==> config.mk <==
export PLATFORM = sky130hd
export DESIGN_NAME = tc_lane_ctrl
export DESIGN_NICKNAME = d
export VERILOG_FILES = /design/src/rtl/tc_lane_ctrl.sv
export SDC_FILE = /design/constraint.sdc
export NUM_CORES = 1
export LEC_CHECK = 0
export BUFFER_PORTS_ARGS = -buffer_cell sky130_fd_sc_hd__buf_2
export CAP_MARGIN = 40
export CORE_MARGIN = 2
export CORE_UTILIZATION = 55
export DETAILED_ROUTE_END_ITERATION = 10
export PLACE_DENSITY = 0.74
export SLEW_MARGIN = 40
export SYNTH_ARGS = -nofsm -noshare
export SYNTH_HDL_FRONTEND = slang
export SYNTH_SLANG_ARGS = --single-unit
==> constraint.sdc <==
create_clock -name clk -period 2.9 [get_ports clk]
set_clock_uncertainty 0.15 [all_clocks]
set_input_delay 0.145 -clock clk [delete_from_list [all_inputs] [get_ports clk]]
set_output_delay 0.145 -clock clk [all_outputs]
set_load 0.005 [all_outputs]
==> src/rtl/tc_lane_ctrl.sv <==
module tc_lane_ctrl #(
  parameter logic [6:0] DEV_ADDR = 7'h12
) (
  input  logic        clk,
  input  logic        rst_n,
  input  logic        scl_i,
  input  logic        sda_i,
  output logic        sda_oe,
  input  logic [3:0]  strap_swing_i,
  input  logic [3:0]  strap_ueq_i,
  input  logic [3:0]  strap_deq_i,
  output logic [7:0]  lane_sel_o,
  output logic        flip_o,
  output logic [3:0]  swing_o,
  output logic [1:0]  role_o,
  output logic [31:0] eq_o
);

  localparam logic [1:0] L_OFF = 2'd0, L_USB = 2'd1, L_VID = 2'd2;

  typedef enum logic [2:0] {S_IDLE, S_ADDR, S_AACK, S_WDAT, S_WACK, S_RDAT, S_RACK} st_t;

  logic [2:0] scl_q, sda_q;
  logic scl_rise, scl_fall, start_det, stop_det;

  always_ff @(posedge clk or negedge rst_n)
    if (!rst_n) begin
      scl_q <= '1;
      sda_q <= '1;
    end else begin
      scl_q <= {scl_q[1:0], scl_i};
      sda_q <= {sda_q[1:0], sda_i};
    end

  assign scl_rise  = scl_q[1] & ~scl_q[2];
  assign scl_fall  = ~scl_q[1] & scl_q[2];
  assign start_det = scl_q[1] & scl_q[2] & sda_q[2] & ~sda_q[1];
  assign stop_det  = scl_q[1] & scl_q[2] & ~sda_q[2] & sda_q[1];

  st_t        state;
  logic [3:0] bitcnt;
  logic [7:0] shift, ptr, rbyte, rd_val;
  logic       rnw, need_ptr, nack, wr_seen;
  logic       wr_en, soft_rst, load_rd;

  logic [7:0] r_g1, r_g2, r_g3, r_u1, r_u2, r_x1, r_x2, r_d1, r_d2, r_misc, r_los;

  assign wr_en    = (state == S_WDAT) && scl_fall && (bitcnt == 4'd8) && !need_ptr;
  assign soft_rst = wr_en && (ptr == 8'h1B) && shift[0];
  assign load_rd  = scl_fall && ((state == S_AACK && rnw) || (state == S_RACK && !nack));

  always_comb begin
    case (ptr)
      8'h0A:   rd_val = r_g1;
      8'h0B:   rd_val = r_g2;
      8'h0C:   rd_val = r_g3;
      8'h10:   rd_val = r_u1;
      8'h11:   rd_val = r_u2;
      8'h12:   rd_val = r_x1;
      8'h13:   rd_val = r_x2;
      8'h20:   rd_val = r_d1;
      8'h21:   rd_val = r_d2;
      8'h22:   rd_val = r_misc;
      8'h23:   rd_val = r_los;
      default: rd_val = 8'h00;
    endcase
  end

  always_ff @(posedge clk or negedge rst_n)
    if (!rst_n) begin
      state    <= S_IDLE;
      bitcnt   <= '0;
      shift    <= '0;
      ptr      <= '0;
      rbyte    <= '0;
      rnw      <= 1'b0;
      need_ptr <= 1'b0;
      nack     <= 1'b0;
      wr_seen  <= 1'b0;
      sda_oe   <= 1'b0;
    end else if (start_det) begin
      state  <= S_ADDR;
      bitcnt <= '0;
      sda_oe <= 1'b0;
    end else if (stop_det) begin
      state   <= S_IDLE;
      sda_oe  <= 1'b0;
      wr_seen <= 1'b0;
    end else if (load_rd) begin
      rbyte  <= rd_val;
      ptr    <= ptr + 8'd1;
      sda_oe <= ~rd_val[7];
      bitcnt <= '0;
      state  <= S_RDAT;
    end else begin
      case (state)
        S_ADDR, S_WDAT: begin
          if (scl_rise) begin
            shift  <= {shift[6:0], sda_q[1]};
            bitcnt <= bitcnt + 4'd1;
          end else if (scl_fall && bitcnt == 4'd8) begin
            if (state == S_ADDR) begin
              if (shift[7:1] == DEV_ADDR) begin
                rnw      <= shift[0];
                need_ptr <= ~shift[0];
                sda_oe   <= 1'b1;
                state    <= S_AACK;
              end else begin
                state <= S_IDLE;
              end
            end else begin
              if (need_ptr) begin
                ptr      <= shift;
                need_ptr <= 1'b0;
              end else begin
                ptr     <= ptr + 8'd1;
                wr_seen <= 1'b1;
              end
              sda_oe <= 1'b1;
              state  <= S_WACK;
            end
          end
        end
        S_AACK, S_WACK: begin
          if (scl_fall) begin
            sda_oe <= 1'b0;
            bitcnt <= '0;
            state  <= S_WDAT;
          end
        end
        S_RDAT: begin
          if (scl_rise) begin
            bitcnt <= bitcnt + 4'd1;
          end else if (scl_fall) begin
            if (bitcnt == 4'd8) begin
              sda_oe <= 1'b0;
              state  <= S_RACK;
            end else begin
              rbyte  <= {rbyte[6:0], 1'b0};
              sda_oe <= ~rbyte[6];
            end
          end
        end
        S_RACK: begin
          if (scl_rise) begin
            nack <= sda_q[1];
          end else if (scl_fall) begin
            sda_oe <= 1'b0;
            state  <= S_IDLE;
          end
        end
        default: state <= S_IDLE;
      endcase
    end

  always_ff @(posedge clk or negedge rst_n)
    if (!rst_n) begin
      {r_g1, r_g2, r_g3, r_u1, r_u2, r_x1, r_x2, r_d1, r_d2, r_misc, r_los} <= '0;
    end else if (soft_rst) begin
      {r_g1, r_g2, r_g3, r_u1, r_u2, r_x1, r_x2, r_d1, r_d2, r_misc, r_los} <= '0;
    end else if (wr_en) begin
      case (ptr)
        8'h0A:   r_g1   <= shift;
        8'h0B:   r_g2   <= shift;
        8'h0C:   r_g3   <= shift;
        8'h10:   r_u1   <= shift;
        8'h11:   r_u2   <= shift;
        8'h12:   r_x1   <= shift;
        8'h13:   r_x2   <= shift;
        8'h20:   r_d1   <= shift;
        8'h21:   r_d2   <= shift;
        8'h22:   r_misc <= shift;
        8'h23:   r_los  <= shift;
        default: ;
      endcase
    end

  logic [1:0]  a_mode;
  logic        a_flip, a_eqov;
  logic [6:0]  a_g3;
  logic [31:0] a_eq;

  always_ff @(posedge clk or negedge rst_n)
    if (!rst_n) begin
      a_mode <= '0;
      a_flip <= 1'b0;
      a_eqov <= 1'b0;
      a_g3   <= '0;
      a_eq   <= '0;
    end else if (stop_det && wr_seen) begin
      a_mode <= r_g1[1:0];
      a_flip <= r_g1[2];
      a_eqov <= r_g1[4];
      a_g3   <= r_g3[6:0];
      a_eq   <= {r_d2, r_d1, r_u2, r_u1};
    end

  logic [1:0] pa, pb;

  always_comb begin
    case (a_mode)
      2'd1:    begin pa = L_USB; pb = L_OFF; end
      2'd2:    begin pa = L_VID; pb = L_VID; end
      2'd3:    begin pa = L_USB; pb = L_VID; end
      default: begin pa = L_OFF; pb = L_OFF; end
    endcase
  end

  assign lane_sel_o = a_flip ? {pa, pa, pb, pb} : {pb, pb, pa, pa};
  assign flip_o     = a_flip;
  assign swing_o    = a_g3[6] ? a_g3[5:2] : strap_swing_i;
  assign role_o     = a_g3[1:0];
  assign eq_o       = a_eqov ? a_eq : {{4{strap_deq_i}}, {4{strap_ueq_i}}};

endmodule

**Word-level counts from Yosys, hierarchy flattened**

Index checks and enable logic that the tools add are counted.

- Word-level logic and storage cells: 242
- Output and inout bits: 48
- Bits in registers: 172
- Bits of input ports: 16

- Eq/ne operators: 43
- $add $sub $neg: 2
- Reductions and logical operators: 59
- Bitwise operators: 18
- Multiplexer cells: 92

Operators with widths:

| cell | count |
|---|---|
| $mux W8 | 40 |
| $pmux W8 S11 | 1 |
| $eq A8 B5 Y1 const B | 5 |
| $ne A5 B5 Y1 const B | 8 |
| $mux W3 | 12 |
| $reduce_bool A2 Y1 | 18 |
| $mux W7 | 5 |
| $eq A8 B6 Y1 const B | 4 |
| $mux W32 | 1 |
| $eq A8 B4 Y1 const B | 3 |
| $mux W4 | 6 |
| $reduce_and A2 Y1 | 11 |
| $mux W1 | 21 |
| $reduce_and A7 Y1 | 3 |
| $reduce_and A8 Y1 | 2 |
| $ne A2 B2 Y1 const B | 6 |
| $pmux W3 S4 | 1 |
| $reduce_and A6 Y1 | 2 |
| $not A1 Y1 | 11 |
| $logic_and A1 B1 Y1 | 10 |
| $reduce_and A5 Y1 | 2 |
| $eq A3 B3 Y1 const B | 3 |
| $add A8 B1 Y8 const B | 1 |
| $pmux W4 S2 | 1 |
| other kinds (22) | 37 |

**Logic depth before layout (Yosys ltp)**

- Depth in word-level cells: 9
- Mapped depth: 9
- Mapped depth without buffers: 7

**Worst setup path before layout**

No wires, ideal clock.

- Path kind: register -> register
- Start point: register ptr[0]
- End point: register r_x1[1]
- Library setup time: 125 ps
- Buffers on the path: 3
- Data arrival time: 1981 ps
- Data required time: 2625 ps
- Cell stages (with the launch flop): 10
- Path slack: 643 ps
- Clock period less this slack: 2257 ps
- Cells stage by stage: dfrtp_1 ha_1 buf_2 and3b_1 buf_2 and3_4 and2_4 a21o_4 buf_12 mux2_4

- Cells in the longest elaborated chain, start to end: 5
- Elaborated cells on any way between the ends: 8
- Classes of those cells: 2 x eq/ne; 1 x mux; 5 x reduce/logical

Ends and longest elaborated chain:

| what | RTL line | source |
|---|---|---|
| from (decl) | 42 | `logic [7:0] shift, ptr, rbyte, rd_val;` |
| from (signal assigned) | 91 | `ptr <= ptr + 8'd1;` |
| from (signal assigned) | 113 | `ptr <= shift;` |
| from (signal assigned) | 116 | `ptr <= ptr + 8'd1;` |
| $eq A8 B5 Y1 | 49 | `assign soft_rst = wr_en && (ptr == 8'h1B) && shift[0];` |
| $logic_and A1 B1 Y1 (2 in series) | 49 |  |
| $reduce_bool A2 Y1 (no line) | -- |  |
| $reduce_and A2 Y1 (no line) | -- |  |
| to (signal assigned) | 168 | `8'h12: r_x1 <= shift;` |
| to (decl) | 46 | `logic [7:0] r_g1, r_g2, r_g3, r_u1, r_u2, r_x1, r_x2, r_d1, r_d2, r_misc, r_los;` |

Several ways; a longest one is shown, not always the timed one.
A chain may end at the register's enable or synchronous reset.

**Worst setup path in the final report**

- Start point: register ptr[0]
- End point: register rbyte[4]

- Cells in the longest elaborated chain, start to end: 3
- Elaborated cells on any way between the ends: 13
- Classes of those cells: 11 x eq/ne; 2 x mux

Ends and longest elaborated chain:

| what | RTL line | source |
|---|---|---|
| $eq A8 B6 Y1, or another cell as far along | 53 | `case (ptr)` |
| $pmux W8 S11 * | 53 |  |
| $mux W7 * | 89 | `end else if (load_rd) begin` |
| to (signal assigned) | 90 | `rbyte <= rd_val;` |
| to (signal assigned) | 139 | `rbyte <= {rbyte[6:0], 1'b0};` |
| to (decl) | 42 |  |

Mark *: on every way between the ends. The rest lies on a longest branch, timed or not.

==> results.json <==
{
  "power_switching_mw": 1.27,
  "final_cell_mix": "dfrtp_1 (165), nand2_1 (144), o21ai_1 (68), buf_2 (62), nand3_1 (51)",
  "ys_seq_area_frac": 0.504,
  "power_density_nw_per_um2": 532,
  "grt_pass1_wl_um": 34500,
  "p_leak_nw": 4.42,
  "period_share": 0.944,
  "internal_power_mw": 3.84,
  "clock-sinks": 172,
  "hold_path.class": "in2async",
  "cp.arrival_ns": 2.90,
  "synthFlopType": "dfrtp_1",
  "cts-root-buf": "clkbuf_16",
  "whs_ns": 0.0788,
  "cts_setup_buffers": 0,
  "worst_pin_slew_ns": 0.823,
  "worstReg2RegEnd": "rbyte[4]",
  "ys_async_sr_fraction": 1.00,
  "slew-limit-headroom": 0.451,
  "cts_tree": "yes",
  "boundaryPins": 64,
  "wl_um": 21600,
  "yosys_warnings": 0,
  "outcome": "completed",
  "ys_ff_latch": 172,
  "dp.cells": 1035,
  "setup_viol": 0,
  "dieHeight_um": 129,
  "vdd_drop_max_mv": 0.413,
  "drc": 0,
  "crit_path_top_delay_cell": "o21ai_1",
  "htree_levels": 4,
  "grt_max_degree": 79,
  "fp.coreArea_um2": 15200,
  "clk_pin_slew_ns": 0.07,
  "syn_to_final_growth_pct": 12.3,
  "r2r_slack_ns": 0.16,
  "drt_iter0_markers": 567,
  "die-area_um2": 16600,
  "cts_buffer_depth": 2,
  "comb_power_share": 0.058,
  "row_count": 45,
  "fmax_mhz": 365,
  "p_sw_frac": 0.249,
  "avgSynthCellArea_um2": 10.4,
  "wl_per_cell_um": 20.2,
  "required_ns": 3.07,
  "initial_core_util": 0.563,
  "io_buffers": 63,
  "antenna_found_initial": 0,
  "dp_hpwl_um": 15100,
  "layout_min_cycle_time_ns": 2.74,
  "grt_overflow": 0,
  "ant_nets": 0,
  "stdcell_count": 1071,
  "synthesis.area_um2": 8560,
  "synthCells": 820,
  "grt_pass1_vias": 6490,
  "reg2reg_depth": 7,
  "rsz0062_at_grt": "no",
  "maxCapViolCount": 0,
  "gp_congestion": 0.948,
  "syn_nets": 842,
  "synth_edf_count": 0,
  "final_common_cell": "dfrtp_1",
  "layout_setup_ws_ns": 0.162,
  "hold_violations": 0,
  "die_w_um": 129,
  "layout-drive-gt1-share": 0.236,
  "avgViaCountPerCell": 6.29,
  "worst-path-max-fanout": 15,
  "synth.distinct_cells": 72,
  "worstPathCellList": "inv_1 > ha_1 > or3_1 > o2111a_1 > o21ai_1 > a31oi_1 > o22a_1",
  "largest_reg_flops": 32,
  "end_kind": "flop",
  "nets": 891,
  "drv_slew": 0,
  "critPathKind": "reg2reg",
  "firstDrtPassIters": 7,
  "grt_usage": 0.269,
  "synth_area_leaders": "dfrtp_1 (49%), nand2_1 (6.4%), mux2_2 (4.6%)",
  "cts_buffers": 17,
  "place_ws_ns": 0.230,
  "start_kind": "flop",
  "regMostFlops": "a_eq",
  "yosys.area.top_type_share": 0.485,
  "clock_power_share": 0.452,
  "clock_latency_ns": 0.43,
  "tns_ns": 0,
  "num_vias": 6733,
  "r2r-start": "ptr[0]",
  "slowest_delay_ns": 0.57,
  "pwr-share-seq": 0.491,
  "yosysTopAreaCell": "dfrtp_1"
}
-- per-layer routing --
| metal | share of wire | track usage | vias up |
|---|---|---|---|
| li1 | - | - | 3040 |
| met1 | 0.42 | 0.352 | 3355 |
| met2 | 0.48 | 0.445 | 282 |
| met3 | 0.069 | 0.0503 | 56 |
| met4 | 0.031 | 0.109 | 0 |
| met5 | 0 | 0 | - |
-- area by class of cell --
class / instances / area (um2)
multi-input combinational: 579 / 3900
antenna: 1 / 2.50
tap: 188 / 235
clock inverter: 14 / 159
clock buffer: 18 / 439
timing repair buffer: 84 / 512
fill: 1222 / 5590
inverter: 15 / 56.3
sequential: 172 / 4310
-- worst max-delay path by stage --
stage / startpoint / end / slack (ns) / cells past startpoint
after global placement: ptr[0] / r_g3[7] / 0.19 / 6
after floorplan: ptr[0] / r_x1[1] / 0.64 / 9
final: ptr[0] / rbyte[4] / 0.16 / 7
after CTS: ptr[0] / sda_oe / 0.21 / 8
after global routing: scl_q[2] / rbyte[4] / 0.02 / 6
after detailed placement: ptr[1] / sda_oe / 0.23 / 7
-- synth_stat cells (3+ instances only) --
library cell	number
dfrtp_1	166
nand2_1	145
o21ai_1	71
nand3_1	51
a22oi_1	40
mux2_2	35
mux2_1	21
mux2_4	21
a21oi_1	20
clkbuf_1	20
buf_2	18
o21ai_0	18
inv_1	14
nand2b_1	13
nor2_1	13
nor2b_1	11
buf_4	10
and3_1	9
a211oi_1	6
a22o_1	6
dfstp_2	6
ha_1	6
o22a_1	6
a21oi_2	5
a31oi_1	5
and2_1	5
mux2i_1	5
nor3_1	5
a21o_1	3
a21o_4	3
a221oi_1	3
buf_1	3
buf_12	3
nor4_4	3
o22ai_1	3
or3_1	3
-- repair_timing --
action / in CTS / in global routing
gates resized for setup: 0 / 0
hold endpoints to repair: 50 / 0
hold buffers: 3 / 0
-- per-stage QoR --
step / util / power, mW / instance area [um2]
2_1_floorplan: - / 2.67 / 8560
3_3_place_gp: 0.590 / 2.83 / 8970
3_5_place_dp: 0.591 / 2.84 / 8980
4_1_cts: 0.632 / 5.14 / 9610
5_1_grt: 0.632 / 5.26 / 9610
6_report: 0.632 / 5.11 / 9610
-- cells by family after synthesis --
group,after synthesis,synth area share
simple gates,282,0.166
compound gates,206,0.159
flops,172,0.504
mux,82,0.116
buf+inv,69,0.0430
fa+ha+maj,6,0.00877
xor+xnor,3,0.00307
-- power by group through the flow --
stage	clock network, mW	registers (mW)	logic [mW]
final	2.31	2.51	0.295
after global routing	2.43	2.51	0.326
after CTS	2.33	2.50	0.297
after detailed placement	0	2.55	0.293
after global placement	0	2.55	0.282
after floorplan	0	2.51	0.163
-- critical path, delay by kind of cell, from the launching register on --
family,cells,cell delay (ns)
buf+inv,1,0.11
flops,1,0.41
compound gates,4,1.10
fa+ha+maj,1,0.45
simple gates,1,0.40
Power figures use the tool's default switching activity.
